===== src/rtl/ssr_pkg.sv =====
// Shared constants for the serial sticky status readout.
// Assumes nothing beyond a 16-bit default status width.
package ssr_pkg;
    localparam int unsigned DEFAULT_STATUS_W = 16;
endpackage


===== src/rtl/ssr_sclk_sync.sv =====
// Two-flop synchronizer for the host serial clock with rising-edge detect.
// Assumes sclk_i is asynchronous and stays at each level for two or more clk cycles.
module ssr_sclk_sync (
    input  logic clk,
    input  logic rst_n,
    input  logic sclk_i,
    output logic rise_o
);
    logic [2:0] sync_q;

    // Shift the raw clock through two sync stages plus an edge-history stage.
    always_ff @(posedge clk) begin
        if (!rst_n) sync_q <= '0;
        else        sync_q <= {sync_q[1:0], sclk_i};
    end

    assign rise_o = sync_q[1] & ~sync_q[2];

    assert_single_rise_R8: assert property (@(posedge clk) disable iff (!rst_n)
        rise_o |=> !rise_o);
endmodule


===== src/rtl/ssr_event_bank.sv =====
// Sticky primary flags plus the holding register they are copied into on transfer.
// Assumes event_i bits are one-cycle pulses in the clk domain.
module ssr_event_bank #(
    parameter int unsigned STATUS_W = ssr_pkg::DEFAULT_STATUS_W
) (
    input  logic                clk,
    input  logic                rst_n,
    input  logic [STATUS_W-1:0] event_i,
    input  logic                xfer_i,
    output logic [STATUS_W-1:0] hold_o
);
    logic [STATUS_W-1:0] flags_q;

    // Clear the copied flags on transfer, then OR in this cycle's events.
    always_ff @(posedge clk) begin
        if (!rst_n) flags_q <= '0;
        else        flags_q <= (xfer_i ? '0 : flags_q) | event_i;
    end

    // Capture the flags into the holding register on transfer.
    always_ff @(posedge clk) begin
        if (!rst_n)      hold_o <= '0;
        else if (xfer_i) hold_o <= flags_q;
    end

    assert_event_kept_R6: assert property (@(posedge clk) disable iff (!rst_n)
        (event_i != '0) |=> ((flags_q & $past(event_i)) == $past(event_i)));

    assert_flags_cleared_R3: assert property (@(posedge clk) disable iff (!rst_n)
        (xfer_i && event_i == '0) |=> (flags_q == '0));

    assert_sticky_R2: assert property (@(posedge clk) disable iff (!rst_n)
        !xfer_i |=> ((flags_q & $past(flags_q)) == $past(flags_q)));
endmodule


===== src/rtl/ssr_shifter.sv =====
// LSB-first output shifter and pulse counter within a frame.
// Assumes serial rises are at least two clk cycles apart.
module ssr_shifter #(
    parameter int unsigned STATUS_W = ssr_pkg::DEFAULT_STATUS_W,
    localparam int unsigned CNT_W   = $clog2(STATUS_W)
) (
    input  logic                clk,
    input  logic                rst_n,
    input  logic                rise_i,
    input  logic                ctrl_wr_i,
    input  logic                xfer_i,
    input  logic [STATUS_W-1:0] hold_i,
    output logic                last_o,
    output logic                sdo_o
);
    localparam logic [CNT_W-1:0] LAST_CNT = CNT_W'(STATUS_W - 1);

    logic [CNT_W-1:0]    cnt_q;
    logic [STATUS_W-1:0] shift_q;
    logic                load_q;

    assign last_o = rise_i && (cnt_q == LAST_CNT);

    // Count pulses in the frame; a control rewrite realigns to zero.
    always_ff @(posedge clk) begin
        if (!rst_n || ctrl_wr_i) cnt_q <= '0;
        else if (last_o)         cnt_q <= '0;
        else if (rise_i)         cnt_q <= cnt_q + 1'b1;
    end

    // Request a reload the cycle after a transfer, once the holding register has updated.
    always_ff @(posedge clk) begin
        if (!rst_n) load_q <= 1'b0;
        else        load_q <= xfer_i;
    end

    // Reload from the holding register, or move to the next bit on each rise.
    always_ff @(posedge clk) begin
        if (!rst_n)      shift_q <= '0;
        else if (load_q) shift_q <= hold_i;
        else if (rise_i) shift_q <= {1'b0, shift_q[STATUS_W-1:1]};
    end

    assign sdo_o = shift_q[0];

    assert_counter_realign_R4: assert property (@(posedge clk) disable iff (!rst_n)
        ctrl_wr_i |=> (cnt_q == '0));

    assert_hold_level_R7: assert property (@(posedge clk) disable iff (!rst_n)
        (!rise_i && !load_q) |=> $stable(sdo_o));
endmodule


===== src/rtl/sticky_status_readout.sv =====
// Top level: sticky event capture, double buffering and 16-pulse serial readout.
// Assumes the host samples sdo_o and then pulses sclk_i, with no chip select.
module sticky_status_readout #(
    parameter int unsigned STATUS_W = ssr_pkg::DEFAULT_STATUS_W
) (
    input  logic                clk,
    input  logic                rst_n,
    input  logic [STATUS_W-1:0] event_i,
    input  logic                ctrl_wr_i,
    input  logic                sclk_i,
    output logic                sdo_o
);
    logic                rise;
    logic                last;
    logic                xfer;
    logic [STATUS_W-1:0] hold;

    assign xfer = ctrl_wr_i | last;

    ssr_sclk_sync u_sync (
        .clk    (clk),
        .rst_n  (rst_n),
        .sclk_i (sclk_i),
        .rise_o (rise)
    );

    ssr_event_bank #(.STATUS_W(STATUS_W)) u_bank (
        .clk     (clk),
        .rst_n   (rst_n),
        .event_i (event_i),
        .xfer_i  (xfer),
        .hold_o  (hold)
    );

    ssr_shifter #(.STATUS_W(STATUS_W)) u_shift (
        .clk       (clk),
        .rst_n     (rst_n),
        .rise_i    (rise),
        .ctrl_wr_i (ctrl_wr_i),
        .xfer_i    (xfer),
        .hold_i    (hold),
        .last_o    (last),
        .sdo_o     (sdo_o)
    );
endmodule


===== config.mk =====
export PLATFORM = sky130hd
export DESIGN_NAME = sticky_status_readout
export DESIGN_NICKNAME = d
export VERILOG_FILES = /design/src/rtl/ssr_pkg.sv /design/src/rtl/ssr_sclk_sync.sv /design/src/rtl/ssr_event_bank.sv /design/src/rtl/ssr_shifter.sv /design/src/rtl/sticky_status_readout.sv
export SDC_FILE = /design/constraint.sdc
export NUM_CORES = 1
export LEC_CHECK = 0
export ABC_CLOCK_PERIOD_IN_PS = 2720
export BUFFER_PORTS_ARGS = -buffer_cell sky130_fd_sc_hd__clkbuf_2
export CORE_MARGIN = 4
export CORE_UTILIZATION = 37
export CTS_BUF_LIST = sky130_fd_sc_hd__clkbuf_8 sky130_fd_sc_hd__clkbuf_16
export CTS_CLUSTER_DIAMETER = 50
export DETAILED_ROUTE_END_ITERATION = 7
export PLACE_DENSITY = 0.56
export SETUP_SLACK_MARGIN = 0.5
export SKIP_CTS_REPAIR_TIMING = 1
export SLEW_MARGIN = 0
export SYNTH_ARGS = -nofsm -noshare
export SYNTH_HDL_FRONTEND = slang
export SYNTH_SLANG_ARGS = --single-unit

===== constraint.sdc =====
create_clock -name clk -period 2.72 [get_ports clk]
set_input_delay 0.272 -clock clk [delete_from_list [all_inputs] [get_ports clk]]
set_output_delay 0.272 -clock clk [all_outputs]
set_load 0.01 [all_outputs]

# Word level (Yosys, flattened, before mapping)
# Cells that the tools add are included.
totals:
  regBits: 56
  in_bits: 20
  output_inout_bits: 1
  wordCells: 20
classes:
  add_sub_neg: 1
  eq_ne: 1
  n_mux: 3
  bitwise_logic: 4
  reduce_logical: 5
op_table:
  columns: ["cell", "count"]
  rows:
  - ["$mux W16", 3]
  - ["$or A16 B16 Y16", 1]
  - ["$add A4 B1 Y4 const B", 1]
  - ["$eq A4 B4 Y1 const B", 1]
  - ["$reduce_bool A2 Y1", 1]
  - ["$reduce_or A2 Y1", 1]
  - ["$and A1 B1 Y1", 1]
  - ["$logic_and A1 B1 Y1", 1]
  - ["$logic_not A1 Y1", 1]
  - ["$logic_or A1 B1 Y1", 1]
  - ["$not A1 Y1", 1]
  - ["$or A1 B1 Y1", 1]

# Depth between registers and ports, before layout
# Gate-level depths: netlist of the first run.
logic_depth:
  ltp_word: 6
  ltp_mapped: 5
  mapped_depth_nobuf: 4

# Cells and area by module
# A second synthesis of the first run with hierarchy kept.
unflattened:
  cells_unflattened: 200
  hier_area_um2: 2144.6
modules_own_cells:
  columns: ["mod", "n_inst", "cells_each", "area_per_inst_um2", "seq_area_each_um2"]
  rows:
  - ["ssr_event_bank", 1, 102, 1164.9, 640.6]
  - ["ssr_shifter", 1, 90, 880.8, 420.4]
  - ["ssr_sclk_sync", 1, 7, 92.6, 60.1]
  - ["sticky_status_readout", 1, 1, 6.3, 0.0]

# Worst setup path after synthesis of the first run
# Ideal clock, no wire load.
synth_path:
  kind: "reg2reg"
  startpoint: "reg u_shift.cnt_q[0]"
  endpoint: "reg u_bank.hold_o[10]"
  t_arrival_ns: 1.281
  required_ns: 2.648
  setup_slack_ns: 1.368
  stages_incl_launch_ff: 5
  path_buffers: 1
  period_less_slack_ns: 1.352
  cell_sequence: "dfxtp_1 ha_1 a41oi_4 buf_8 mux2i_1"
synth_between:
  elab_chain_len: 3
synth_rtl:
  columns: ["item", "line_no", "text"]
  rows:
  - ["start, declared", "ssr_shifter.sv:18", "logic [CNT_W-1:0] cnt_q;"]
  - ["start signal, assigned", "ssr_shifter.sv:28", "else if (rise_i) cnt_q <= cnt_q + 1'b1;"]
  - ["$eq A4 B4 Y1", "ssr_shifter.sv:22", "assign last_o = rise_i && (cnt_q == LAST_CNT);"]
  - ["$logic_and A1 B1 Y1", "ssr_shifter.sv:22", null]
  - ["$or A1 B1 Y1", "sticky_status_readout.sv:18", "assign xfer = ctrl_wr_i | last;"]
  - ["end signal, assigned", "ssr_event_bank.sv:23", "else if (xfer_i) hold_o <= flags_q;"]
  - ["end, declared", "ssr_event_bank.sv:10", "output logic [STATUS_W-1:0] hold_o"]
# No other way between the ends.
# A chain may end at the register's enable or synchronous reset.

# Final worst setup path of the first run
layout_path:
  startpoint: "reg u_sync.sync_q[1]"
  endpoint: "reg u_bank.flags_q[14]"
layout_between:
  elab_chain_len: 5
layout_rtl:
  columns: ["item", "line_no", "text"]
  rows:
  - ["start, declared", "ssr_sclk_sync.sv:9", "logic [2:0] sync_q;"]
  - ["start signal, assigned", "ssr_sclk_sync.sv:14", "else sync_q <= {sync_q[1:0], sclk_i};"]
  - ["$and A1 B1 Y1", "ssr_sclk_sync.sv:17", "assign rise_o = sync_q[1] & ~sync_q[2];"]
  - ["$logic_and A1 B1 Y1", "ssr_shifter.sv:22", null]
  - ["$or A1 B1 Y1", "sticky_status_readout.sv:18", null]
  - ["$mux W16", "ssr_event_bank.sv:17", "else flags_q <= (xfer_i ? '0 : flags_q) | event_i;"]
  - ["$or A16 B16 Y16", "ssr_event_bank.sv:17", null]
  - ["end signal, assigned", "ssr_event_bank.sv:17", null]
  - ["end, declared", "ssr_event_bank.sv:12", "logic [STATUS_W-1:0] flags_q;"]
# No other way between the ends.

==> results.yml, run 1 <==
layout:
  num-nets-final: 270
  areaGrowthSynthToFinish_pct: 10.2
  antenna_cells: 0
  layout-drive-gt1-share_pct: 12.0
power_and_ir_drop:
  pwr-share-seq_pct: 58.1
  cell_internal_pwr_w: 0.00119
  switchingPower_w: 0.000343
  clockPowerShare_pct: 34.2
  power.leakage_nw: 0.939
  p_per_area_nw_per_um2: 652
  peakVddDrop_mv: 0.353
  p_sw_share_pct: 22.4
  power_w: 0.00153
  comb_power_share_pct: 7.7
routing:
  wire_per_inst_microns: 11.8
  drt_wl_total_microns: 3810
  viasPerCell: 4.74
  dr_total_vias: 1525
  drt-initial-drc-count: 153
  ant_nets: 0
  post-route-drc-count: 0
  drt-pass1-iter-count: 4
synthesis:
  synth_seq_cells: 56
  synth-main-ff-cell: "dfxtp_1"
  netlist_area_sq_um: 2130
  synthesis.nets: 259
  avgSynthCellArea_sq_um: 8.93
  ys_types: 27
  synth_edf_count: 0
  yosysSeqAreaShare_pct: 52.7
  synthArstFlopShare_pct: 0
  synth_warnings: 0
  synth_cells: 238
setup_path:
  required_ns: 2.89
  path_max_fanout: 20
  crit_type: "flip-flop to flip-flop"
  crit_path_start: "u_sync.sync_q[1]"
  cp_data_arrival_time_ns: 2.00
  endpoint: "u_bank.flags_q[14]"
  crit_path_end_kind: "flip-flop"
  r2r_cells: 3
  cp-start-kind: "flip-flop"
  regToRegEndpoint: "u_bank.flags_q[14]"
  regToRegSetupSlack_ns: 0.89
  r2r_start: "u_sync.sync_q[1]"
sta:
  whs_ns: 0.156
  maxSlewViolCount: 0
  post-route-period-util_pct: 67.3
  setup_viol: 0
  min_period_ns: 1.83
  max_slew.worst_pin.slew_ns: 0.843
  hold_violations: 0
  finalSetupTns_ns: 0
  fmax_mhz: 547
  rsz0062_at_grt: "no"
  skew_ns: 0.00591
  slew_headroom_pct: 43.8
  fin_ws_ns: 0.891
clock_network:
  cts.sinks: 56
  clk_latency_ns: 0.30
  path_clk_slew_ns: 0.09
  htreeDepth: 2
  cts_tree: "yes"
  cts-buffers-inserted: 5
  clockBufferDepth: 2
  clock-root-buffer: "clkbuf_8"
status:
  outcome: "completed"
global_routing:
  grt_pass1_vias: 1388
  grt_max_degree: 54
  grt_overflow_total: 0
  grt_pass1_wl_microns: 6620
  grt_use_met2_pct: 15.5
  met3_usage_pct: 2.86
  gr-max-usage-layer: "met1"
  grt_antenna_before_repair: 0
  grt_use_met1_pct: 17.0
  grt.total_usage_pct: 11.4
die:
  die_width_microns: 83.8
  core_sq_um: 5540
  dieHeight_microns: 83.8
  io_pins: 21
  initial_core_util_pct: 38.4
  placementRows: 27
  dieArea_sq_um: 7020
run:
  maxCapViolations: 0
placed_design:
  gp_congestion: 0.772
  place_ws_ns: 0.852
  dp_hpwl_microns: 2430
  port_buffers: 20
worst_hold_path:
  hp-class: "primary input to flip-flop"
  whs_path_depth: 3
==> layout by cell type, fill, tap and decap left out, types with 3 or more instances in the layout <==
cell type   n
clkbuf_2   20
mux2i_1    17
nor3_1      3
a311oi_1   15
clkbuf_8    5
o21ai_0    17
nor2_1     15
nand2_1    79
and2_1      4
dfxtp_1    56
==> flip-flops by register name, indices dropped and copies added, names as in the netlist <==
name	count
u_bank.hold_o	16
u_shift.cnt_q	4
u_shift.shift_q	16
u_sync.sync_q	3
u_shift.load_q	1
u_bank.flags_q	16
==> per-stage QoR <==
stage | std cells | utilization, % | area [sq um]
2_1_floorplan | 238 | - | 2130
3_3_place_gp | 314 | 40.3 | 2230
3_5_place_dp | 314 | 40.3 | 2230
4_1_cts | 322 | 42.3 | 2340
5_1_grt | 322 | 42.3 | 2340
6_report | 322 | 42.3 | 2340
==> power groups by stage <==
stage	clock [W]	combinational, W	sequential (W)
after global placement	0	0.000117	0.000907
after detailed placement	0	0.000119	0.000907
final	0.000523	0.000117	0.000888
after CTS	0.000540	0.000119	0.000888
after floorplan	0	0.0000915	0.000902
after global routing	0.000580	0.000137	0.000894
==> worst max-delay path, cell delays in order (launching register included) <==
cell     delay (ns)
dfxtp_1        0.38
nor2b_4        0.46
a41o_1         0.67
o21ai_0        0.19
==> per-layer routing <==
| layer | part of all wire, % | wire length (microns) |
|---|---|---|
| met3 | 3.8 | 146 |
| met5 | 0 | 0 |
| met1 | 54 | 2060 |
| met2 | 40 | 1530 |
| met4 | 1.8 | 69 |
==> worst min path at each step <==
stage                         end             start  slack (ns)
3_3_place_gp     u_sync.sync_q[1]  u_sync.sync_q[0]        0.43
2_1_floorplan    u_shift.cnt_q[2]         ctrl_wr_i        0.35
4_1_cts         u_bank.flags_q[7]        event_i[7]        0.15
5_1_grt        u_bank.flags_q[13]       event_i[13]        0.15
3_5_place_dp     u_sync.sync_q[1]  u_sync.sync_q[0]        0.42
6_report        u_bank.flags_q[7]        event_i[7]        0.16
==> area by class of cell <==
| type | count | area [sq um] |
|---|---|---|
| fillers | 577 | 3200 |
| flip-flops and latches | 56 | 1120 |
| multi-input cells | 163 | 908 |
| repair buffers | 21 | 108 |
| well taps | 72 | 90.1 |
| clock buffers | 5 | 68.8 |
| clock inverters | 3 | 38.8 |
| inverters | 2 | 7.51 |
==> Yosys cell counts, drive strengths merged, types with 2 or more instances <==
library cell | n | share of area, %
and2 | 4 | 1.2
nand2 | 79 | 14
a311oi | 15 | 6.2
mux2i | 17 | 8.0
nor2 | 15 | 2.6
nand3b | 2 | 0.71
nor3 | 3 | 0.71
clkbuf | 9 | 1.6
o21ai | 17 | 4.0
dfxtp | 56 | 53
buf | 8 | 2.6
==> cell families (layout without fill, tap and decap cells) <==
logic type                 after synthesis  after routing  share of synthesized area (%)
DFF                                     56             56                           52.7
muxes                                   17             17                           8.00
buffers and inverters                   19             31                           4.53
adders and majority gates                1              1                          0.588
xor gates and xnor gates                 2              2                          0.824
AOI/OAI and AO/OA                       36             36                           12.7
and+or+nand+nor                        107            107                           20.7
(Power assumes the default switching activity.)
==> run 2, diff against run 1 <==
--- a/config.mk
+++ b/config.mk
@@ -5,14 +5,14 @@
 export SDC_FILE = /design/constraint.sdc
 export NUM_CORES = 1
 export LEC_CHECK = 0
-export ABC_CLOCK_PERIOD_IN_PS = 2720
+export ABC_CLOCK_PERIOD_IN_PS = 1500
 export BUFFER_PORTS_ARGS = -buffer_cell sky130_fd_sc_hd__clkbuf_2
 export CORE_MARGIN = 4
 export CORE_UTILIZATION = 37
 export CTS_BUF_LIST = sky130_fd_sc_hd__clkbuf_8 sky130_fd_sc_hd__clkbuf_16
 export CTS_CLUSTER_DIAMETER = 50
 export DETAILED_ROUTE_END_ITERATION = 7
-export PLACE_DENSITY = 0.56
+export PLACE_DENSITY = 0.58
 export SETUP_SLACK_MARGIN = 0.5
 export SKIP_CTS_REPAIR_TIMING = 1
 export SLEW_MARGIN = 0
==> constraint.sdc (replaced) <==
create_clock -name clk -period 1.5 [get_ports clk]
set_input_delay 0.15 -clock clk [delete_from_list [all_inputs] [get_ports clk]]
set_output_delay 0.15 -clock clk [all_outputs]
set_load 0.01 [all_outputs]
==> run 2 against run 1 <==
Compared with the run above:
- total power rose by 83%
- non-clock buffer count rose by 11
- final cell count is 2.8% higher
- cell area grew 6.1%
- fmax is 50% higher
- critical path depth rose by 1
- sequential power rose by 81%
- via count grew 3.8%
- register-to-register slack worse by 0.61 ns
- combinational power is 120% higher
- count of clock-buffer cells in the layout stayed put
- clock power rose by 79%
- critical endpoint is now u_bank.hold_o[7]
- highest routed layer unchanged
==> results.yml, run 2 (synthesis results as in run 1) <==
die:
  core_sq_um: 5540
  initial_core_util_pct: 38.4
  io_pins: 21
  dieArea_sq_um: 7020
  dieHeight_microns: 83.8
  die_width_microns: 83.8
  placementRows: 27
sta:
  maxSlewViolCount: 0
  min_period_ns: 1.22
  fin_ws_ns: 0.281
  finalSetupTns_ns: 0
  setup_viol: 0
  max_slew.worst_pin.slew_ns: 0.309
  fmax_mhz: 820
  post-route-period-util_pct: 81.3
  whs_ns: 0.0413
  slew_headroom_pct: 79.4
  rsz0062_at_grt: "yes"
  hold_violations: 0
  skew_ns: 0.00738
global_routing:
  grt_overflow_total: 0
  grt_antenna_before_repair: 0
  grt.total_usage_pct: 11.8
  grt_pass1_wl_microns: 6780
  grt_pass1_vias: 1416
  grt_max_degree: 34
routing:
  dr_total_vias: 1583
  drt-pass1-iter-count: 4
  viasPerCell: 4.78
  drt-initial-drc-count: 61
  post-route-drc-count: 0
  wire_per_inst_microns: 12.0
  ant_nets: 0
  drt_wl_total_microns: 3980
clock_network:
  path_clk_slew_ns: 0.09
  clock-root-buffer: "clkbuf_8"
  clockBufferDepth: 2
  clk_latency_ns: 0.30
  cts_tree: "yes"
  cts.sinks: 56
  cts-buffers-inserted: 5
  htreeDepth: 2
layout:
  areaGrowthSynthToFinish_pct: 17.0
  num-nets-final: 281
  multi_input_area_sq_um: 937
  reg_top3: "u_bank.flags_q: 16 flops, u_bank.hold_o: 16 flops, u_shift.shift_q: 16 flops"
  fill_cells: 569
  antenna_cells: 0
  regArea_sq_um: 1130
  layout-drive-gt1-share_pct: 18.5
  layout_commonest_cell: "nand2_1"
  final_cell_mix: "nand2_1, dfxtp_1, clkbuf_2"
setup_path:
  path_max_fanout: 8
  crit_buf_inv: 1
  slowest_delay_ns: 0.34
  cp-start-kind: "flip-flop"
  cp_data_arrival_time_ns: 1.46
  required_ns: 1.74
  critPathTopFamily: "flip-flops"
  crit_type: "flip-flop to flip-flop"
  slowest_stage: "dfxtp_2"
  crit_path_end_kind: "flip-flop"
  cp_cell_sequence: "nor2b_4 -> a41oi_4 -> buf_4 -> mux2i_1"
placed_design:
  gp_congestion: 0.700
  dp_hpwl_microns: 2640
  port_buffers: 20
  place_ws_ns: 0.234
worst_hold_path:
  hp-class: "primary input to flip-flop"
run:
  maxCapViolations: 0
power_and_ir_drop:
  power.leakage_nw: 0.995
  power_w: 0.00279
  p_per_area_nw_per_um2: 1120
  peakVddDrop_mv: 0.587
status:
  outcome: "completed"
[run 2: cell types whose count changed in the layout (fill, tap and decap cells not counted), moves of 3 or more]
cell and delta:
o21ai_0 -16, o21ai_1 +16, buf_4 +6, dfxtp_1 -4
buf_6 +3
[run 2: metal layers]
metal | global-route usage, % | part of all wire [%] | vias up
li1 | - | - | 845
met3 | 2.96 | 4.1 | 7
met2 | 16.4 | 40 | 25
met1 | 17.1 | 54 | 706
met5 | 0 | 0 | -
met4 | 4.82 | 1.8 | 0
[run 2: worst paths after layout]
path	from	to	slack [ns]	depth (start not counted)
hold reg to reg	u_sync.sync_q[0]	u_sync.sync_q[1]	0.44	1
hold / removal	event_i[8]	u_bank.flags_q[8]	0.04	3
setup / recovery	u_sync.sync_q[1]	u_bank.hold_o[7]	0.28	4
setup reg to reg	u_sync.sync_q[1]	u_bank.hold_o[7]	0.28	4
[run 2: stage by stage]
step / std cells / cell area, sq um / util, %
after floorplan: 238 / 2160 / -
after global placement: 324 / 2330 / 42.1
after detailed placement: 324 / 2330 / 42.1
after CTS: 330 / 2430 / 43.9
after global routing: 331 / 2490 / 44.9
final: 331 / 2490 / 44.9
[run 2: cell type report]
cell class,instances,area share (%)
well taps,72,3.62
multi-input cells,163,37.7
clock inverters,1,1.21
clock buffers,5,2.77
repair buffers,32,8.91
flip-flops and latches,56,45.5
inverters,2,0.302
[run 2: where the power goes]
group / switching, W / internal [W]
Combinational: 0.000140 / 0.000113
Clock: 0.000455 / 0.000480
Sequential: 0.0000360 / 0.00157
Total: 0.000631 / 0.00216
[run 2: worst reg2reg max path, cell delays in order, from the launching register on]
cell and delay, ns:
dfxtp_2 0.34, nor2b_4 0.14, a41oi_4 0.23, buf_4 0.24, mux2i_1 0.20
==> run 3, diff against run 2 <==
--- a/config.mk
+++ b/config.mk
@@ -5,14 +5,14 @@
 export SDC_FILE = /design/constraint.sdc
 export NUM_CORES = 1
 export LEC_CHECK = 0
-export ABC_CLOCK_PERIOD_IN_PS = 1500
+export ABC_CLOCK_PERIOD_IN_PS = 1250
 export BUFFER_PORTS_ARGS = -buffer_cell sky130_fd_sc_hd__clkbuf_2
 export CORE_MARGIN = 4
 export CORE_UTILIZATION = 37
 export CTS_BUF_LIST = sky130_fd_sc_hd__clkbuf_8 sky130_fd_sc_hd__clkbuf_16
 export CTS_CLUSTER_DIAMETER = 50
 export DETAILED_ROUTE_END_ITERATION = 7
-export PLACE_DENSITY = 0.58
+export PLACE_DENSITY = 0.56
 export SETUP_SLACK_MARGIN = 0.5
 export SKIP_CTS_REPAIR_TIMING = 1
 export SLEW_MARGIN = 0
==> constraint.sdc (replaced) <==
create_clock -name clk -period 1.25 [get_ports clk]
set_input_delay 0.125 -clock clk [delete_from_list [all_inputs] [get_ports clk]]
set_output_delay 0.125 -clock clk [all_outputs]
set_load 0.01 [all_outputs]
==> run 3 against run 2 <==
Compared with the run above:
- final cell count rose by 1.5%
- clock skew fell by 0.0029 ns
- fmax rose by 1.2%
- combinational power rose by 43%
- critical endpoint is now u_bank.hold_o[13]
- largest cell class unchanged
==> results.yml, run 3 (synthesis results as in run 1) <==
sta:
  skew_ns: 0.00446
  maxSlewViolCount: 0
  post-route-period-util_pct: 96.4
  hold_violations: 0
  min_period_ns: 1.21
  slew_headroom_pct: 82.2
  setup_viol: 0
  fin_ws_ns: 0.0444
  rsz0062_at_grt: "yes"
  max_slew.worst_pin.slew_ns: 0.267
  fmax_mhz: 829
  whs_ns: 0.0176
placed_design:
  place_ws_ns: -0.0194
  port_buffers: 20
  gp_congestion: 0.708
  dp_hpwl_microns: 2720
power_and_ir_drop:
  peakVddDrop_mv: 0.773
  power.leakage_nw: 1.06
  p_per_area_nw_per_um2: 1240
  power_w: 0.00326
die:
  placementRows: 27
  initial_core_util_pct: 38.4
  dieArea_sq_um: 7020
  io_pins: 21
  die_width_microns: 83.8
  dieHeight_microns: 83.8
  core_sq_um: 5540
setup_path:
  path_max_fanout: 9
  crit_path_end_kind: "flip-flop"
  slowest_delay_ns: 0.33
  cp_cell_sequence: "nor2b_4 -> a41oi_4 -> buf_12 -> mux2i_1"
  slowest_stage: "dfxtp_2"
  critPathTopFamily: "flip-flops"
  cp_data_arrival_time_ns: 1.43
  cp-start-kind: "flip-flop"
  crit_type: "flip-flop to flip-flop"
  required_ns: 1.47
  crit_buf_inv: 1
clock_network:
  cts_tree: "yes"
  cts-buffers-inserted: 5
  htreeDepth: 2
  path_clk_slew_ns: 0.09
  clock-root-buffer: "clkbuf_8"
  clk_latency_ns: 0.30
  cts.sinks: 56
  clockBufferDepth: 2
routing:
  ant_nets: 0
  drt-initial-drc-count: 119
  wire_per_inst_microns: 12.6
  post-route-drc-count: 0
  viasPerCell: 4.83
  drt-pass1-iter-count: 4
  drt_wl_total_microns: 4230
  dr_total_vias: 1624
layout:
  areaGrowthSynthToFinish_pct: 24.0
  final_cell_mix: "nand2_1, dfxtp_1, clkbuf_2"
  num-nets-final: 284
  reg_top3: "u_bank.flags_q: 16 flops, u_bank.hold_o: 16 flops, u_shift.shift_q: 16 flops"
  layout-drive-gt1-share_pct: 25.0
  antenna_cells: 0
  layout_commonest_cell: "nand2_1"
worst_hold_path:
  hp-class: "primary input to flip-flop"
global_routing:
  grt_pass1_wl_microns: 6930
  grt_max_degree: 31
  grt_antenna_before_repair: 0
  grt.total_usage_pct: 12.1
  grt_pass1_vias: 1472
  grt_overflow_total: 0
run:
  maxCapViolations: 0
status:
  outcome: "completed"
-- run 3: changes by cell type in the layout (fill, tap and decap cells not counted), sizes merged --
cell,previous run,this run
buf,12,16
inv,1,3
bufinv,1,0
-- run 3: metrics by stage --
stage / util [%] / TNS [ns] / instance area [sq um] / std cells
2_1_floorplan: - / -0.884 / 2180 / 238
3_3_place_gp: 43.4 / 0 / 2400 / 325
3_5_place_dp: 43.4 / -0.0194 / 2400 / 325
4_1_cts: 45.0 / -0.0407 / 2490 / 333
5_1_grt: 47.6 / 0 / 2640 / 336
6_report: 47.6 / 0 / 2640 / 336
-- run 3: routing by layer --
metal  vias up  track usage (%)  part of all wire [%]
met1       737             17.0                    52
met4         0             4.39                   1.7
met5         -                0                     0
li1        856                -                     -
met3         6             2.76                   3.2
met2        25             18.1                    43
-- run 3: area by class of cell --
class | count | area (sq um)
Inverter | 2 | 7.51
Timing Repair Buffer | 35 | 317
Clock inverter | 2 | 7.51
Fill cell | 572 | 2910
Clock buffer | 6 | 82.6
Tap cell | 72 | 90.1
Sequential cell | 56 | 1130
Multi-Input combinational cell | 163 | 1000
-- run 3: worst reg2reg max path, cell delays in order, from the launching register on --
cell	delay, ns
dfxtp_2	0.33
nor2b_4	0.14
a41oi_4	0.29
buf_12	0.18
mux2i_1	0.20
-- run 3: where the power goes --
group          leakage, nW  switching [W]  total, W  internal, W
Clock               0.0538       0.000531  0.000968     0.000437
Combinational        0.537       0.000191  0.000362     0.000172
Sequential           0.465      0.0000422   0.00193      0.00189
-- run 3: final timing paths --
kind,cells past startpoint,slack [ns],from,endpoint
setup reg to reg,4,0.04,u_sync.sync_q[1],u_bank.hold_o[13]
hold / removal,3,0.02,event_i[8],u_bank.flags_q[8]
setup / recovery,4,0.04,u_sync.sync_q[1],u_bank.hold_o[13]
hold reg to reg,1,0.46,u_sync.sync_q[0],u_sync.sync_q[1]
